$ cat config.mk
export PLATFORM = sky130hd
export DESIGN_NAME = nand_ecc_accum
export DESIGN_NICKNAME = d
export VERILOG_FILES = /design/src/rtl/nand_ecc_pkg.sv /design/src/rtl/nand_ecc_accum.sv
export SDC_FILE = /design/constraint.sdc
export NUM_CORES = 1
export LEC_CHECK = 0
export ABC_CLOCK_PERIOD_IN_PS = 7300
export BUFFER_PORTS_ARGS = -buffer_cell sky130_fd_sc_hd__buf_2
export CORE_MARGIN = 2
export CORE_UTILIZATION = 50
export CTS_BUF_LIST = sky130_fd_sc_hd__clkbuf_4
export DETAILED_ROUTE_END_ITERATION = 7
export GPL_ROUTABILITY_DRIVEN = 0
export MAX_ROUTING_LAYER = met4
export PLACE_DENSITY_LB_ADDON = 0.2
export SLEW_MARGIN = 40
export SYNTH_ARGS = -nofsm -noshare
export SYNTH_HDL_FRONTEND = slang
export SYNTH_SLANG_ARGS = --single-unit
$ cat constraint.sdc
create_clock -name clk -period 7.3 [get_ports clk]
set_clock_uncertainty 0.2 [all_clocks]
set_input_delay 0.365 -clock clk [delete_from_list [all_inputs] [get_ports clk]]
set_output_delay 0.365 -clock clk [all_outputs]
set_load 0.02 [all_outputs]
$ cat src/rtl/nand_ecc_pkg.sv
// Package: shared types for the NAND sector code checker.
// Assumes: one sector is handled at a time; the classes are mutually exclusive.
package nand_ecc_pkg;

    // Outcome of comparing the computed code with the stored code
    typedef enum logic [1:0] {
        CLS_CLEAN = 2'd0,
        CLS_RECOV = 2'd1,
        CLS_CODE  = 2'd2,
        CLS_MULTI = 2'd3
    } ecc_class_e;

    // Phase of the accumulator
    typedef enum logic [1:0] {
        ACC_IDLE   = 2'd0,
        ACC_RUN    = 2'd1,
        ACC_FROZEN = 2'd2
    } acc_state_e;

endpackage

$ cat src/rtl/nand_ecc_accum.sv
// Module: nand_ecc_accum
// Builds the parity and complement-parity halves of the sector code one byte
// per accepted strobe. Each set data bit XORs its position index into the
// parity half and the complement of that index into the other half. After
// SECTOR_BYTES accepted bytes the code freezes until a new command.
// Assumes: SECTOR_BYTES and BYTE_W are powers of two; sw_rst has priority
// over cmd_start; a byte arriving with cmd_start is dropped.
module nand_ecc_accum
    import nand_ecc_pkg::*;
#(
    parameter int SECTOR_BYTES = 512,
    parameter int BYTE_W       = 8,
    localparam int ADDR_W      = $clog2(SECTOR_BYTES),
    localparam int BIT_W       = $clog2(BYTE_W),
    localparam int POS_W       = ADDR_W + BIT_W,
    localparam int CODE_W      = 2 * POS_W
) (
    input  logic              clk,
    input  logic              rst_n,
    input  logic              sw_rst,
    input  logic              cmd_start,
    input  logic [BYTE_W-1:0] din,
    input  logic              din_valid,
    output logic [CODE_W-1:0] code_o,
    output logic              frozen_o
);

    localparam logic [ADDR_W-1:0] LAST_BYTE = ADDR_W'(SECTOR_BYTES - 1);

    acc_state_e        state_q;
    logic [ADDR_W-1:0] byte_cnt_q;
    logic [POS_W-1:0]  par_q;
    logic [POS_W-1:0]  npar_q;

    // Per-bit contributions: position index (or its complement) if the bit is set
    logic [POS_W-1:0] pos_term  [BYTE_W];
    logic [POS_W-1:0] npos_term [BYTE_W];
    logic [POS_W-1:0] byte_par;
    logic [POS_W-1:0] byte_npar;
    logic             take_byte;

    for (genvar j = 0; j < BYTE_W; j++) begin : g_bit
        logic [POS_W-1:0] pos_j;
        // Position index of data bit j of the current byte
        assign pos_j        = {byte_cnt_q, BIT_W'(j)};
        assign pos_term[j]  = din[j] ? pos_j  : '0;
        assign npos_term[j] = din[j] ? ~pos_j : '0;
    end

    // XOR-reduce the per-bit contributions of the current byte
    always_comb begin
        byte_par  = '0;
        byte_npar = '0;
        for (int j = 0; j < BYTE_W; j++) begin
            byte_par  = byte_par  ^ pos_term[j];
            byte_npar = byte_npar ^ npos_term[j];
        end
    end

    assign take_byte = (state_q == ACC_RUN) && din_valid;

    // Sector phase, byte count and code halves
    always_ff @(posedge clk) begin
        if (!rst_n || sw_rst) begin
            state_q    <= ACC_IDLE;
            byte_cnt_q <= '0;
            par_q      <= '0;
            npar_q     <= '0;
        end else if (cmd_start) begin
            state_q    <= ACC_RUN;
            byte_cnt_q <= '0;
            par_q      <= '0;
            npar_q     <= '0;
        end else if (take_byte) begin
            par_q  <= par_q  ^ byte_par;
            npar_q <= npar_q ^ byte_npar;
            if (byte_cnt_q == LAST_BYTE) begin
                state_q <= ACC_FROZEN;
            end else begin
                byte_cnt_q <= byte_cnt_q + 1'b1;
            end
        end
    end

    assign code_o   = {npar_q, par_q};
    assign frozen_o = (state_q == ACC_FROZEN);

endmodule

Yosys cells after proc, flatten, opt, wreduce, memory -nomap -nowiden:

Index checks and enable logic that the tools add are counted.

* output and inout bits: 25
* register bits: 35
* logic and storage cells: 62
* bits of input ports: 13

* eq/ne operators: 3
* reduce and logical (&&, ||, !) cells: 9
* muxes and demuxes: 19
* $add $sub $neg: 1
* bitwise gates (word level): 25

Operators by type and width (number)
* $mux 12: 16
* $xor 12x12->12: 16
* $not 12->12: 8
* $add 9x1->9 const B: 1
* $eq 9x9->1 const B: 1
* $reduce_and 2->1: 3
* $reduce_bool 2->1: 2
* $mux 1: 3
* $eq 2x1->1 const B: 1
* $eq 2x2->1 const B: 1
* $reduce_or 2->1: 1
* $logic_and 1x1->1: 1
* $logic_not 1->1: 1
* $logic_or 1x1->1: 1
* $not 1->1: 1

Longest topological paths before layout:

* depth in word-level cells: 10
* mapped depth: 8
* mapped depth without buffers: 8

Worst setup path after synthesis:

No wires, ideal clock.

* path kind: flip-flop to flip-flop
* from: register byte_cnt_q[0]
* to: register byte_cnt_q[5]
* buffers on the path: 0
* required time: 7.029 ns
* path slack: 4.926 ns
* arrival: 2.103 ns
* stages on the path, launching flop included: 9
* library setup time: 0.071 ns
* clock period less this slack: 2.374 ns
* cell sequence: dfxtp_1 > ha_1 > nand3_1 > nor2_1 > ha_1 > nor3_1 > nand4_1 > or3_1 > a21oi_1

* word-level cells in the longest chain between the ends: 3
* elaborated cells between the ends (all ways): 4
* classes of those cells: add/sub: 1; eq/ne: 1; bitwise: 1; reduce/logical: 1

RTL lines
* start, declared: RTL line nand_ecc_accum.sv:31 `logic [ADDR_W-1:0] byte_cnt_q;`
* start signal, assigned: RTL line nand_ecc_accum.sv:80 `byte_cnt_q <= byte_cnt_q + 1'b1;`
* parallel branches: the longest is 3 deep, another holds $add 9x1->9

Parallel ways; which one is timed is not known.
A chain may end at the register's enable or synchronous reset.

Final worst setup path:

* from: register byte_cnt_q[0]
* to: register byte_cnt_q[7]

Same word-level chain as after synthesis.

==> qor.txt <==
Status = finished, final reports clean
Drt first pass iters = 4
RSZ-0062 raised after global routing = no
Synth Cell Area = 1620 µm²
Vias in the first global route = 1400
Ant. Diodes = 0
Peak supply drop = 0.111 mV
Minimum clock period = 2.69 ns
R2R setup slack = 4.61 ns
Final ANT Viol Nets = 0
Total negative setup slack = 0 ns
CP startpoint kind = register
WS Path Type = reg -> reg
Post-synth net total = 204
Critical path arrival = 2.77 ns
Headroom to the max-slew limit = 50.2%
DRC viols = 0
Share of layout cells above drive strength 1 = 20.8%
CTS Root Cell = clkbuf_4
Area of the multi-input gates = 886 µm²
Hold Slack = 0.0682 ns
FF+latch count, synth = 35
# setup viols final = 0
Post-CTS Setup Bufs = 0
Via/cell ratio = 5.80
Initial core utilization = 52.9%
Seq. cell area = 701 µm²
Clk Latency, worst-skew pair = 0.35 ns
First-pass GRT wire length = 6.08 mm
Leak Pwr = 0.716 nW
Syn avg cell area = 8.55 µm²
Clock tree buffer depth = 2
Post-Syn Instances = 189
Layout area overhead = 16.0%
Fill cells = 277
I/O Buffers = 37
Core Region = 3050 µm²
Placed cell area = 1830 µm²
Power Dens Cells = 184 nW/µm²
Library cells used by synthesis = 22
CTS Sinks = 35
CTS tree = done
Total CTS buffers = 5
Design area = 1870 µm²
Met2 Resource Use GR = 38.6%
Max frequency = 372 MHz
Worst EP required = 7.38 ns
Critical Path End Type = register
Fin util = 61.4%
Top Ports = 38
Worst hold-check path type = in -> reg
Reg clk slew, reported paths = 0.11 ns
H-tree Lvls = 2
GRT Max-Usage Layer = met2
Worst-Margin Slew = 0.747 ns
Worst-path maximum fanout = 7
Final WL = 3.53 mm
Total track usage = 23.2%
Post-layout nets = 236
FP Rows = 20
Final worst-path cycle share = 36.8%
Hold_buf cts = 0
WL per Instance = 13.3 µm
Antenna violations before repair = 0
Seq/Total Area, Yosys = 43.4%
Final Max Slew Viols = 0
Met3 Use GR = 7.89%
Die ar. = 3700 µm²
Largest net degree at the start of global routing = 37
Power Total = 0.345 mW
Max capacitance violation total = 0
Die span in y = 60.8 µm
DR vias = 1537
Met1 usage = 26.0%
Fin. Hold Viols = 0
DIE WIDTH = 60.8 µm
Yosys synthesis warning count = 0
Overflow after GRT = 0
Post-DP HPWL = 2.55 mm
DRT iter0 DRCs = 79
Post-CTS resize count = 0
-- synthesized netlist by cell type --
master	count	area (µm²)
o31ai_1	9	67.6
nor3_1	1	5.00
o211ai_1	9	67.6
xnor2_1	16	140
or3_1	8	50.1
or2_2	2	12.5
nand2b_1	1	6.26
clkbuf_1	9	33.8
or4_1	18	135
xor2_1	4	35.0
and3_1	1	6.26
nor2_1	10	37.5
nand4_1	3	18.8
ha_1	2	25.0
buf_1	1	3.75
nand2_1	25	93.8
dfxtp_1	35	701
nand3_1	1	5.00
nor2b_1	1	6.26
a21oi_1	21	105
buf_2	2	10.0
o21ai_0	10	50.1
-- per-layer routing --
metal  vias to the layer above  routed length, µm
li1                        756                  -
met1                       747               1520
met2                        28               1770
met3                         6                182
met4                         0                 55
met5                         -                  0
-- critical path: stages (launching register included) --
cell	delay, ns
dfxtp_1	0.38
ha_1	0.26
nand3_1	0.09
nor2_1	0.04
ha_1	0.23
nor3_1	0.61
nand4_1	0.30
or3_1	0.37
a21oi_1	0.14
-- path summary, 6_finish.rpt --
check           startpoint       endpoint  cells after the start
min              cmd_start     state_q[0]                      3
min reg2reg      npar_q[0]      npar_q[0]                      2
max          byte_cnt_q[0]  byte_cnt_q[7]                      8
max reg2reg  byte_cnt_q[0]  byte_cnt_q[7]                      8
-- layout make-up --
| class | count | area share [%] |
|---|---|---|
| multi-input combinational | 142 | 47.3 |
| sequential | 35 | 37.4 |
| timing repair buffer | 37 | 9.89 |
| tap | 44 | 2.94 |
| clock buffer | 5 | 2.00 |
| clock inverter | 2 | 0.468 |
-- state kept, by name, summed over array words and instances (netlist names) --
signal,cells
npar_q,12
byte_cnt_q,9
par_q,12
state_q,2
-- layout by cell type (no fill, tap or decap), types with 2 or more instances in the layout --
cell type	Yosys	layout
o211ai_1	9	9
or2_2	2	2
clkbuf_4	0	5
nand4_1	3	3
buf_2	2	37
or3_1	8	8
o31ai_1	9	9
o21ai_0	10	10
nor2_1	10	10
ha_1	2	2
dfxtp_1	35	35
a21oi_1	21	21
xnor2_1	16	15
or4_1	18	18
nand2_1	25	25
xor2_1	4	4
-- kinds of logic (layout without fill, tap and decap cells) --
logic type      count (synthesis)  in the layout  synth area share (%)
fa+ha+maj                       2              2                  1.55
simple gates                   71             71                  23.3
compound gates                 49             49                  18.0
xor+xnor                       20             20                  10.8
flops                          35             35                  43.4
buf+inv                        12             44                  2.94
-- report_power, final --
group | leakage [nW] | total, mW | internal [mW] | switching, mW
registers | 0.282 | 0.192 | 0.192 | 0.000695
logic | 0.406 | 0.0547 | 0.0178 | 0.0369
clock network | 0.0285 | 0.0982 | 0.0341 | 0.0642
-- per-stage QoR --
stage,cells,setup WS (ns)
finish,265,4.61
global route,265,4.41
global placement,258,4.76
detailed placement,258,4.63
CTS,265,4.61
floorplan,189,4.93
Power figures use the tool's default switching activity.
